===== src/rtl/eeld_pkg.sv =====
package eeld_pkg;
  typedef enum logic [1:0] {SQ_IDLE, SQ_LAUNCH, SQ_WAIT, SQ_FINISH} seq_state_t;
  typedef enum logic [1:0] {EN_IDLE, EN_XFER, EN_GAP} eng_state_t;

  localparam int ADDR_W     = 6;
  localparam int CMD_BITS   = 3 + ADDR_W;          // start, opcode, address
  localparam int DUMMY_SLOT = CMD_BITS;            // slot that carries the presence bit
  localparam int LAST_SLOT  = DUMMY_SLOT + 16;     // last data slot
  localparam logic [2:0] READ_HDR = 3'b110;        // start bit + read opcode

  function automatic logic [15:0] dflt_word(input int idx);
    return 16'h5A00 + idx[15:0];
  endfunction
endpackage


===== src/rtl/eeld_serial.sv =====
module eeld_serial
  import eeld_pkg::*;
#(
  parameter int CLK_DIV = 4
) (
  input  logic              clk,
  input  logic              rst,
  input  logic              start,
  input  logic [ADDR_W-1:0] addr,
  input  logic              sdo,
  output logic              cs,
  output logic              sk,
  output logic              sdi,
  output logic              done,
  output logic              present,
  output logic [15:0]       data
);
  localparam int PW = $clog2(2 * CLK_DIV);
  localparam int SW = $clog2(LAST_SLOT + 1);
  localparam logic [PW-1:0] PH_LAST = PW'(2 * CLK_DIV - 1);
  localparam logic [PW-1:0] PH_HIGH = PW'(CLK_DIV);

  eng_state_t        st;
  logic [PW-1:0]     ph;
  logic [SW-1:0]     slot;
  logic [CMD_BITS-1:0] cmd;
  logic [15:0]       shift;
  logic              pres;

  always_ff @(posedge clk) begin
    if (rst) begin
      st    <= EN_IDLE;
      ph    <= '0;
      slot  <= '0;
      cmd   <= '0;
      shift <= '0;
      pres  <= 1'b0;
      done  <= 1'b0;
    end else begin
      done <= 1'b0;
      case (st)
        EN_IDLE: begin
          if (start) begin
            st   <= EN_XFER;
            ph   <= '0;
            slot <= '0;
            cmd  <= {READ_HDR, addr};
          end
        end
        EN_XFER: begin
          if (ph == PH_LAST) begin
            ph <= '0;
            if (slot == SW'(DUMMY_SLOT)) begin
              pres <= ~sdo;
              if (sdo) st <= EN_GAP;
              else     slot <= slot + 1'b1;
            end else if (slot > SW'(DUMMY_SLOT)) begin
              shift <= {shift[14:0], sdo};
              if (slot == SW'(LAST_SLOT)) st <= EN_GAP;
              else                        slot <= slot + 1'b1;
            end else begin
              cmd  <= {cmd[CMD_BITS-2:0], 1'b0};
              slot <= slot + 1'b1;
            end
          end else begin
            ph <= ph + 1'b1;
          end
        end
        default: begin
          if (ph == PH_LAST) begin
            ph   <= '0;
            st   <= EN_IDLE;
            done <= 1'b1;
          end else begin
            ph <= ph + 1'b1;
          end
        end
      endcase
    end
  end

  always_comb begin
    cs  = (st == EN_XFER);
    sk  = (st == EN_XFER) && (ph >= PH_HIGH);
    sdi = (st == EN_XFER) && (slot < SW'(DUMMY_SLOT)) && cmd[CMD_BITS-1];
  end

  assign present = pres;
  assign data    = shift;
endmodule


===== src/rtl/eeld_cfg_store.sv =====
module eeld_cfg_store
  import eeld_pkg::*;
#(
  parameter int NWORDS     = 8,
  parameter int PROM_WORDS = 3
) (
  input  logic                       clk,
  input  logic                       rst,
  input  logic                       wr_en,
  input  logic [$clog2(NWORDS)-1:0]  wr_idx,
  input  logic [15:0]                wr_data,
  input  logic                       commit,
  input  logic                       revert,
  output logic [(NWORDS-1)*16-1:0]   cfg_flat
);
  localparam int CW = NWORDS - 1;
  localparam int IW = $clog2(NWORDS);

  logic [15:0] shadow [CW];

  always_ff @(posedge clk) begin
    if (wr_en && (wr_idx < IW'(CW))) shadow[wr_idx] <= wr_data;
  end

  for (genvar g = 0; g < CW; g++) begin : g_word
    logic [15:0] live;
    always_ff @(posedge clk) begin
      if (rst) begin
        live <= (g < PROM_WORDS) ? 16'h0000 : dflt_word(g);
      end else if (commit) begin
        live <= shadow[g];
      end else if (revert && (g >= PROM_WORDS)) begin
        live <= dflt_word(g);
      end
    end
    assign cfg_flat[g*16 +: 16] = live;
  end
endmodule


===== src/rtl/eeld_pinmux.sv =====
module eeld_pinmux (
  input  logic clk,
  input  logic rst,
  input  logic busy,
  input  logic port_en,
  input  logic h_cs,
  input  logic h_sk,
  input  logic h_di,
  input  logic e_cs,
  input  logic e_sk,
  input  logic e_di,
  input  logic led_sk,
  input  logic led_di,
  output logic pin_cs,
  output logic pin_sk,
  output logic pin_di
);
  always_ff @(posedge clk) begin
    if (rst) begin
      pin_cs <= 1'b0;
      pin_sk <= 1'b0;
      pin_di <= 1'b0;
    end else if (busy) begin
      pin_cs <= e_cs;
      pin_sk <= e_sk;
      pin_di <= e_di;
    end else if (port_en) begin
      pin_cs <= h_cs;
      pin_sk <= h_sk;
      pin_di <= h_di;
    end else begin
      pin_cs <= 1'b0;
      pin_sk <= led_sk;
      pin_di <= led_di;
    end
  end
endmodule


===== src/rtl/eeprom_autoload.sv =====
module eeprom_autoload
  import eeld_pkg::*;
#(
  parameter int NWORDS     = 8,
  parameter int PROM_WORDS = 3,
  parameter int CLK_DIV    = 4
) (
  input  logic                     clk,
  input  logic                     rst,
  input  logic                     ctl_wr,
  input  logic                     ctl_rd_cmd,
  input  logic                     ctl_port_en,
  input  logic                     ctl_cs,
  input  logic                     ctl_sk,
  input  logic                     ctl_di,
  input  logic                     host_rd,
  input  logic                     led_sk_src,
  input  logic                     led_di_src,
  input  logic                     ee_do,
  output logic                     ee_cs,
  output logic                     ee_sk,
  output logic                     ee_di,
  output logic                     stat_valid,
  output logic                     stat_detect,
  output logic                     stat_busy,
  output logic                     stat_port_en,
  output logic                     acc_ack,
  output logic                     acc_retry,
  output logic [(NWORDS-1)*16-1:0] cfg_words
);
  localparam int IW = $clog2(NWORDS);
  localparam logic [IW-1:0] LAST_IDX = IW'(NWORDS - 1);

  seq_state_t  sq;
  logic [IW-1:0] idx;
  logic [7:0]  sum;
  logic        ok, found, auto_ld;
  logic        h_cs, h_sk, h_di;
  logic        eng_start, eng_cs, eng_sk, eng_di, eng_done, eng_present;
  logic [15:0] eng_data;
  logic        sh_wr, do_commit, do_revert;

  assign eng_start = (sq == SQ_LAUNCH);
  assign sh_wr     = (sq == SQ_WAIT) && eng_done && eng_present;
  assign do_commit = (sq == SQ_FINISH) && ok;
  assign do_revert = (sq == SQ_FINISH) && !ok;

  always_ff @(posedge clk) begin
    if (rst) begin
      sq           <= SQ_LAUNCH;
      stat_busy    <= 1'b1;
      stat_valid   <= 1'b0;
      stat_detect  <= 1'b0;
      stat_port_en <= 1'b0;
      auto_ld      <= 1'b1;
      idx          <= '0;
      sum          <= '0;
      ok           <= 1'b0;
      found        <= 1'b0;
      h_cs         <= 1'b0;
      h_sk         <= 1'b0;
      h_di         <= 1'b0;
      acc_ack      <= 1'b0;
      acc_retry    <= 1'b0;
    end else begin
      acc_retry <= (ctl_wr | host_rd) & stat_busy;
      acc_ack   <= (ctl_wr | host_rd) & ~stat_busy;
      case (sq)
        SQ_IDLE: begin
          if (ctl_wr) begin
            stat_port_en <= ctl_port_en;
            h_cs         <= ctl_cs;
            h_sk         <= ctl_sk;
            h_di         <= ctl_di;
            if (ctl_rd_cmd) begin
              stat_busy  <= 1'b1;
              stat_valid <= 1'b0;
              auto_ld    <= 1'b0;
              idx        <= '0;
              sum        <= '0;
              sq         <= SQ_LAUNCH;
            end
          end
        end
        SQ_LAUNCH: sq <= SQ_WAIT;
        SQ_WAIT: begin
          if (eng_done) begin
            if (!eng_present) begin
              ok    <= 1'b0;
              found <= 1'b0;
              sq    <= SQ_FINISH;
            end else begin
              found <= 1'b1;
              if (idx == LAST_IDX) begin
                ok <= (eng_data[7:0] == sum);
                sq <= SQ_FINISH;
              end else begin
                sum <= sum + eng_data[15:8] + eng_data[7:0];
                idx <= idx + 1'b1;
                sq  <= SQ_LAUNCH;
              end
            end
          end
        end
        default: begin
          stat_busy  <= 1'b0;
          stat_valid <= ok;
          if (auto_ld) stat_detect <= found;
          sq <= SQ_IDLE;
        end
      endcase
    end
  end

  eeld_serial #(.CLK_DIV(CLK_DIV)) u_serial (
    .clk(clk), .rst(rst), .start(eng_start), .addr(ADDR_W'(idx)), .sdo(ee_do),
    .cs(eng_cs), .sk(eng_sk), .sdi(eng_di), .done(eng_done),
    .present(eng_present), .data(eng_data)
  );

  eeld_cfg_store #(.NWORDS(NWORDS), .PROM_WORDS(PROM_WORDS)) u_store (
    .clk(clk), .rst(rst), .wr_en(sh_wr), .wr_idx(idx), .wr_data(eng_data),
    .commit(do_commit), .revert(do_revert), .cfg_flat(cfg_words)
  );

  eeld_pinmux u_pins (
    .clk(clk), .rst(rst), .busy(stat_busy), .port_en(stat_port_en),
    .h_cs(h_cs), .h_sk(h_sk), .h_di(h_di),
    .e_cs(eng_cs), .e_sk(eng_sk), .e_di(eng_di),
    .led_sk(led_sk_src), .led_di(led_di_src),
    .pin_cs(ee_cs), .pin_sk(ee_sk), .pin_di(ee_di)
  );
endmodule


===== config.mk =====
export PLATFORM = sky130hd
export DESIGN_NAME = eeprom_autoload
export DESIGN_NICKNAME = d
export VERILOG_FILES = /design/src/rtl/eeld_pkg.sv /design/src/rtl/eeld_serial.sv /design/src/rtl/eeld_cfg_store.sv /design/src/rtl/eeld_pinmux.sv /design/src/rtl/eeprom_autoload.sv
export SDC_FILE = /design/constraint.sdc
export NUM_CORES = 1
export LEC_CHECK = 0
export ABC_CLOCK_PERIOD_IN_PS = 3600
export BUFFER_PORTS_ARGS = -buffer_cell sky130_fd_sc_hd__buf_2
export CAP_MARGIN = 0
export CORE_MARGIN = 10
export CORE_UTILIZATION = 57
export DETAILED_ROUTE_END_ITERATION = 16
export GPL_TIMING_DRIVEN = 1
export PLACE_DENSITY = 0.88
export SLEW_MARGIN = 20
export SYNTH_ARGS = -nofsm -noshare
export SYNTH_HDL_FRONTEND = slang
export SYNTH_SLANG_ARGS = --single-unit

===== constraint.sdc =====
create_clock -name clk -period 3.6 [get_ports clk]
set_clock_uncertainty 0.2 [all_clocks]
set_input_delay 0 -clock clk [delete_from_list [all_inputs] [get_ports clk]]
set_output_delay 0 -clock clk [all_outputs]
set_load 0.05 [all_outputs]

==> results of run 1 <==
[stage by stage]
| step | hold WS (ps) | instances | total power [mW] | setup WS (ps) |
|---|---|---|---|---|
| 2_1_floorplan | -56.1 | 993 | 4.17 | 596 |
| 3_3_place_gp | 46.9 | 1316 | 4.30 | 889 |
| 3_5_place_dp | 57.4 | 1316 | 4.32 | 789 |
| 4_1_cts | 125 | 1386 | 7.14 | 727 |
| 5_1_grt | 159 | 1386 | 7.37 | 549 |
| 6_report | 134 | 1386 | 7.13 | 668 |
[report_power, final]
group          leakage, nW  internal [mW]  switching, mW
clock                0.445           1.63           1.22
sequential            2.46           3.43         0.0699
combinational         2.11          0.267          0.510
[registers in the layout (all words and copies together), names as in the netlist, 2 cells and up]
register / count
u_serial.cmd: 9
u_serial.data: 16
sq: 2
u_serial.ph: 3
u_serial.slot: 5
idx: 3
cfg_words: 48
u_serial.st: 2
u_store.g_word.live: 64
u_store.shadow: 112
sum: 8
[path summary, 6_finish.rpt]
check	end	slack [ps]	from	cells after the start
max	sum[2]	670	sq[0]	7
min reg2reg	cfg_words[46]	250	cfg_words[46]	2
max reg2reg	sum[2]	670	sq[0]	7
min	u_serial.present	130	ee_do	4
[cells by family (layout without fill, tap and decap cells)]
kind of cell	Yosys count	after routing	synth area share, %
simple gates	383	383	16.6
fa+ha+maj	32	32	4.27
compound gates	178	178	9.19
mux	26	26	2.43
xor+xnor	10	10	0.811
flops	289	289	64.0
buf+inv	75	234	2.77
[critical path: cells and delay by family (launching register included)]
family / cells / cell delay, ps
buf+inv: 2 / 410
flops: 1 / 470
fa+ha+maj: 1 / 430
simple gates: 2 / 1020
compound gates: 2 / 310
[cell usage after synthesis, types with 3 or more instances]
cell type	instances	share of area [%]
nand2b_1	47	2.7
dfxtp_1	177	33
edfxtp_1	112	31
and2_1	5	0.29
clkbuf_1	47	1.6
nor2b_1	3	0.17
nand2_1	124	4.3
fa_1	8	1.5
a31oi_1	3	0.17
or2_2	24	1.4
nand3b_1	4	0.28
a211oi_1	6	0.42
ha_1	24	2.8
nor2_1	94	3.3
buf_2	5	0.23
a21o_1	3	0.21
buf_1	9	0.31
mux2i_1	24	2.2
nand3_1	61	2.8
inv_1	12	0.42
o21bai_1	3	0.21
o21ai_0	7	0.32
xnor2_1	10	0.81
or3_1	3	0.17
a21oi_1	140	6.5
nor3_1	6	0.28
[layout make-up]
type	instances	area, sq um	share of cell area (%)
clock buffers	37	796	6.23
clock inverters	15	116	0.911
inverters	12	45.0	0.352
multi-input cells	629	3630	28.4
flip-flops and latches	289	6910	54.0
well taps	234	293	2.29
repair buffers	170	993	7.77
[routing by layer]
metal,up-vias,wire [um],part of all wire (%),GRT usage [%]
met2,362,13300,50,35.7
met1,3774,10200,39,25.4
met3,60,2240,8.5,3.72
li1,3676,-,-,-
met5,-,0,0,0
met4,0,754,2.8,7.52
==> metrics, run 1 <==
status finished clean; Leak 5.01 nW; fmax 0.341 GHz; Critical Path RT 3850 ps; DRT Pass-1 Iters 5; initial core utilization 57.9%; DR vias 7872; top fanout value on the critical path 15; Max-Cap Viols 0; core area 18600 sq um; Final nets 1174; Die ar. 24800 sq um; final setup TNS 0 ps; Cell Area, Placed 11700 sq um; final instance area 12800 sq um; fillers 1253; peak supply drop 0.000477 V; DP HPWL 16.0 mm; fraction of layout cells with a size suffix above 1 20.3%; grt ovf 0; CP max stage delay 610 ps; first-pass GRT wire length 41.4 mm; CTS tree done; Period minus WS final 2930 ps; commonest non-fill, non-tap cell in the layout dfxtp_1; wire length per cell 19.1 um; HP Class in2reg; Die W 158 um; kind of critical path reg2reg; ANT cells 0; ANT nets after route 0; CP Capture Type flop; Worst Tran Pin Value 1000 ps; num ports 133; DRC errors left 0; cts bufs inserted 28; routed wire length 26.5 mm; EDFF count, synth 112; CP Cell Sequence inv_1 > ha_1 > inv_1 > o21bai_4 > or3b_1 > or3_1 > a21oi_1; Ys Warns 0; CP max stage cell or3b_1; final period utilization 81.4%; initial antenna violation count 0; Synth cell types 52; Total Routing Usage GR 20.7%; startpoint types flop; Top FF cell, synth dfxtp_1; via density per instance 5.68; final hold vios 0; cell mode on critical path inv_1; CTS resizes 0; asr flop ratio synth 0%; CTS Hold Bufs 18; Clock Latency Late Sink 540 ps; Final Slew Violations 0; htree depth 1; port bufs 132; gpl congestion 0.904; final setup fails 0; Post-Syn Area 10800 sq um; number of synthesized register bits 289; Critical Path AT 3180 ps; Avg Synthesized Cell Area 10.9 sq um; vias in the first global route 7740; 1st-iter DRT viols 665; sequential area share after synthesis 64.0%; largest net degree at the start of global routing 90; Final Util 68.5%; die height 158 um; Net Count, Synth 1037; Rows 50; area grow syn2layout 18.4%; RSZ-0062 raised after global routing no; clock tree sinks 289; CTS root buffer clkbuf_16; slew margin rel. 32.9%; Pwr Density 558 nW/um^2; post-CTS setup buffers 0; Mapped Cells 993; clk slew on worst S/H paths 60 ps; Clock Path Buffers 3; leading cell types in the layout, fill and taps excluded dfxtp_1 (177), a21oi_1 (140), buf_2 (131)
(Power assumes the default switching activity.)
==> run 2: changes to the inputs <==
Settings changed: ABC_CLOCK_PERIOD_IN_PS 3600 to 2900.
Clock period 3.6 ns to 2.9 ns, I/O delays scaled along.
==> run 2 against run 1 <==
  * Die area is the same
  * Sequential power up 24%
  * Combinational power grew 31%
  * Clock power grew 23%
  * First-iteration DRC count shrank 4.4%
  * Cell count rose by 1.3%
  * Worst setup slack worse by 490 ps
  * Non-clock buffer count increased by 18
  * Power up 24%
  * Sequential cell count did not move
  * Critical path type unchanged
  * Largest cell class unchanged
  * Largest power group unchanged
  * Highest routed layer unchanged
==> metrics, run 2 (synthesis results as in run 1) <==
status finished clean; port bufs 132 (unchanged); Rows 50 (unchanged); area grow syn2layout 20.0%; Die W 158 um (unchanged); gpl congestion 0.865 (-4.3%); peak supply drop 0.000649 V (+36%); final hold vios 0 (unchanged); ANT cells 0 (unchanged); HP Class in2reg; largest net degree at the start of global routing 104 (+16%); Die ar. 24800 sq um (unchanged); kind of critical path reg2reg; Worst Tran Pin Value 764 ps (-239 ps); num ports 133 (unchanged); DP HPWL 16.2 mm (+1.6%); via density per instance 5.72 (+0.66%); top fanout value on the critical path 3 (-12); Clock Latency Late Sink 540 ps (about the same); final setup fails 0 (unchanged); Critical Path RT 3130 ps (-720 ps); DRC errors left 0 (unchanged); Final nets 1192 (+1.5%); Critical Path AT 2950 ps (-230 ps); commonest non-fill, non-tap cell in the layout dfxtp_1; Largest Register u_store.shadow; initial antenna violation count 0 (unchanged); Cell Area, Placed 11800 sq um (+1.3%); 1st-iter DRT viols 636 (-4.4%); cts bufs inserted 28 (unchanged); DRT Pass-1 Iters 5 (unchanged); CP Capture Type flop; leading cell types in the layout, fill and taps excluded dfxtp_1 (177), a21oi_1 (140), buf_2 (131); fraction of layout cells with a size suffix above 1 21.0% (+0.71 points); startpoint types flop; Max-Cap Viols 0 (unchanged); clk slew on worst S/H paths 60 ps (about the same); fmax 0.367 GHz (+7.7%); CTS tree done; Leak 5.09 nW (+1.5%); CTS root buffer clkbuf_16; core area 18600 sq um (unchanged); Clock Path Buffers 3 (unchanged); initial core utilization 57.9% (unchanged); RSZ-0062 raised after global routing no; Final Slew Violations 0 (unchanged); ANT nets after route 0 (unchanged); wire length per cell 19.1 um (about the same); Setup WS post-layout 178 ps (-490 ps); Total Routing Usage GR 21.2% (+0.56 points); clock tree sinks 289 (unchanged); Period minus WS final 2720 ps (-210 ps); grt ovf 0 (unchanged); routed wire length 26.8 mm (+1.3%); final instance area 13000 sq um (+1.4%); die height 158 um (unchanged); final setup TNS 0 ps (unchanged); post-CTS setup buffers 0 (unchanged); htree depth 1 (unchanged); final period utilization 93.8% (+12 points); first-pass GRT wire length 42.1 mm (+1.9%); vias in the first global route 8003 (+3.4%); pre-CTS WS 242 ps (-547 ps); fillers 1264 (+0.88%); DR vias 8027 (+2.0%); slew margin rel. 48.9% (+16 points); Pwr Density 685 nW/um^2 (+23%); number of flip-flops in the largest register 112 (unchanged)
## run 2: cell types whose count changed in the layout (fill, tap and decap cells not counted), sizes merged
cell and change:
buf +14, dlygate4sd3 +4, clkbuf +2, inv -2, clkinv -1, clkinvlp +1
## run 2: worst max-delay path, cell delays in order (launching register included)
cell     delay [ps]
dfxtp_1         350
fa_1            540
ha_1            200
inv_1            80
fa_1            420
nor2b_2         170
o31a_1          160
o22ai_1         120
xnor2_1         150
o41ai_1         230
## run 2: layout make-up
cell class,instances,area [sq um],share of cell area (%)
Multi-Input combinational cell,629,3640,28.1
Inverter,12,45.0,0.348
Clock inverter,13,101,0.782
Sequential cell,289,6910,53.3
Clock buffer,39,793,6.12
Timing Repair Buffer,188,1180,9.08
Tap cell,234,293,2.26
## run 2: worst paths after layout
| check | start | endpoint | slack, ps | cells past startpoint |
|---|---|---|---|---|
| setup / recovery | sum[1] | sum[7] | 180 | 9 |
| setup reg to reg | sum[1] | sum[7] | 180 | 9 |
| hold / removal | ee_do | u_serial.present | 150 | 4 |
| hold reg to reg | cfg_words[34] | cfg_words[34] | 250 | 2 |
## run 2: per-stage QoR
step	util [%]	hold slack (ps)	cells	power, mW
4_1_cts	69.5	132	1404	8.89
6_report	69.5	151	1404	8.87
3_3_place_gp	63.5	55.0	1330	5.36
3_5_place_dp	63.5	60.9	1330	5.40
5_1_grt	69.5	192	1404	9.17
2_1_floorplan	-	-56.1	993	5.18
## run 2: layer usage
metal  track usage (%)  vias up  routed length, um
met5                 0        -                  0
li1                  -     3715                  -
met4              8.10        0                806
met1              25.0     3867              10100
met2              37.6      363              13900
met3              3.88       82               2020
## run 2: power breakdown
part | switching [mW] | leakage [nW] | internal [mW]
Sequential | 0.0869 | 2.46 | 4.26
Clock | 1.50 | 0.429 | 2.00
Combinational | 0.647 | 2.20 | 0.373
Total | 2.23 | 5.09 | 6.64
## run 2: timing repair
item | CTS | global route
endpoints found under the hold margin | 64 | 0
resized for setup | 0 | 1
setup endpoints to repair | 0 | 1
hold buffers | 22 | 0
==> run 3: changes to the inputs <==
Settings changed: CAP_MARGIN 0 to unset, CORE_UTILIZATION 57 to 53, PLACE_DENSITY 0.88 to 0.83, REMOVE_ABC_BUFFERS set to 1.
==> run 3 against run 2 <==
  * Routed wire length decreased by 8.4%
  * Sequential cell count unchanged
  * Register-to-register slack improved by 80 ps
  * Worst setup slack improved by 77 ps
  * Sequential share of layout area about the same
  * Design area about the same
  * Combinational power about the same
  * Critical endpoint is now stat_port_en
  * Largest power group unchanged
==> metrics, run 3 (synthesis results as in run 1) <==
status finished clean; ANT nets after route 0 (unchanged); Leak 5.08 nW (-0.21%); DP HPWL 15.8 mm (-3.0%); CP Capture Type flop; reg2reg start sq[0]; Pwr Density 671 nW/um^2 (-2.0%); placed cells 1367 (+2.8%); Largest Register u_store.shadow; CTS tree done; clk slew on worst S/H paths 60 ps (about the same); design internal power 6.49 mW (-2.3%); top fanout value on the critical path 8 (+5); fin cells 1440 (+2.6%); Max-Cap Viols 0 (unchanged); Die ar. 26500 sq um (+6.6%); sw frac 25.3% (+0.17 points); Worst Tran Pin Value 1010 ps (+248 ps); vias in the first global route 7631 (-4.6%); Final nets 1192 (unchanged); num ports 133 (unchanged); sequential share of power 50.1% (+1.1 points); final hold vios 0 (unchanged); PnR Total Power 8.69 mW (-2.1%); fillers 1576 (+25%); DRT Pass-1 Iters 5 (unchanged); ANT cells 0 (unchanged); DRC errors left 0 (unchanged); htree depth 1 (unchanged); Final Slew Violations 0 (unchanged); Reg2Reg Depth 7 (-2); RR Endpoint stat_port_en; peak supply drop 0.000439 V (-32%); beginning of the critical path sq[0]; area grow syn2layout 19.9% (about the same); kind of critical path reg2reg; port bufs 132 (unchanged); leading cell types in the layout, fill and taps excluded dfxtp_1 (177), a21oi_1 (140), buf_2 (131); commonest non-fill, non-tap cell in the layout dfxtp_1; grt ovf 0 (unchanged); Period minus WS final 2640 ps (-77.4 ps); first-pass GRT wire length 39.1 mm (-7.1%); final setup fails 0 (unchanged); Clk pwr share 38.1% (-1.4 points); Comb pwr share 11.9% (+0.4 points); Critical Path RT 3110 ps (-20 ps); routed wire length 24.6 mm (-8.4%); worst hold path startpoint ctl_rd_cmd; number of flip-flops in the largest register 112 (unchanged); initial core utilization 53.5% (-4.4 points); 1st-iter DRT viols 578 (-9.1%); slew margin rel. 32.5% (-16 points); CTS resizes 0 (unchanged); wire length per cell 17.1 um (-11%); switching power total 2.20 mW (-1.4%); HP Class in2reg; Hold Path Stages 4 (unchanged); Total Routing Usage GR 17.9% (-3.3 points); Clock Path Buffers 3 (unchanged); RSZ-0062 raised after global routing no; initial antenna violation count 0 (unchanged); Rows 52 (+4.0%); CTS root buffer clkbuf_16; WHS Endpoint stat_busy; Critical Path AT 2850 ps (-100 ps); largest net degree at the start of global routing 96 (-7.7%); startpoint types flop; core area 20200 sq um (+8.2%); die height 163 um (+3.2%); clock tree sinks 289 (unchanged); final setup TNS 0 ps (unchanged); cts bufs inserted 28 (unchanged); fmax 0.378 GHz (+2.9%); DR vias 7723 (-3.8%); FF-to-FF setup slack 260 ps (+80 ps); Die W 163 um (+3.2%); WHS 146 ps (-4.40 ps); Clock Latency Late Sink 520 ps (-20 ps); final period utilization 91.2% (-2.7 points); fraction of layout cells with a size suffix above 1 21.1% (+0.085 points); via density per instance 5.36 (-6.2%); gpl congestion 0.879 (+1.7%)
==> run 3: changes by cell type in the layout (fill, tap and decap cells not counted), moves of 2 or more <==
cell	change
clkinv_1	+3
nor2_2	+2
clkinv_2	+3
clkbuf_1	-2
clkbuf_8	-2
nor2_1	-2
==> run 3: stage by stage <==
step	area [sq um]	util, %	setup slack (ps)
2_1_floorplan	10500	-	-302
3_3_place_gp	11900	58.9	361
3_5_place_dp	11900	58.9	290
4_1_cts	12900	64.2	287
5_1_grt	12900	64.2	65.5
6_report	12900	64.2	256
==> run 3: worst max-delay path by stage <==
stage,to,cells past startpoint,slack (ps)
2_1_floorplan,u_store.shadow[0][0],4,-300
3_3_place_gp,sum[7],9,360
3_5_place_dp,sum[7],9,290
4_1_cts,sum[7],9,290
5_1_grt,sum[7],7,70
6_report,stat_port_en,7,260
==> run 3: critical path, cell delays in order (launching register included) <==
cell and delay, ps:
dfxtp_1 480, inv_1 130, ha_1 230, buf_4 170, nand3_1 90, dlygate4sd3_1 560
a21oi_1 60, dlygate4sd3_1 600
==> run 3: cell type report <==
| class | instances | area (sq um) | area share, % |
|---|---|---|---|
| Sequential cell | 289 | 6910 | 53.4 |
| Multi-Input combinational cell | 629 | 3630 | 28.1 |
| Timing Repair Buffer | 188 | 1170 | 9.07 |
| Clock buffer | 35 | 758 | 5.86 |
| Tap cell | 270 | 338 | 2.61 |
| Clock inverter | 17 | 90.1 | 0.696 |
| Inverter | 12 | 45.0 | 0.348 |
==> run 3: power groups by stage <==
stage          registers (mW)  clock network (mW)  logic (mW)
2_1_floorplan            4.48                   0       0.604
3_5_place_dp             4.43                   0       0.994
3_3_place_gp             4.43                   0       0.968
4_1_cts                  4.35                3.37        1.03
5_1_grt                  4.36                3.53        1.13
6_report                 4.35                3.31        1.03
==> run 3: what timing repair did <==
item | in CTS | in global routing
hold buffers | 21 | 0
setup endpoints to repair | 0 | 0
buffers inserted | 0 | 0
endpoints found under the hold margin | 76 | 0
==> run 3: layer usage <==
layer	track usage [%]	share of wire, %	vias up
met4	5.37	2.3	0
met5	0	0	-
met3	3.46	7.2	47
li1	-	-	3722
met2	31.0	50	251
met1	22.3	41	3703
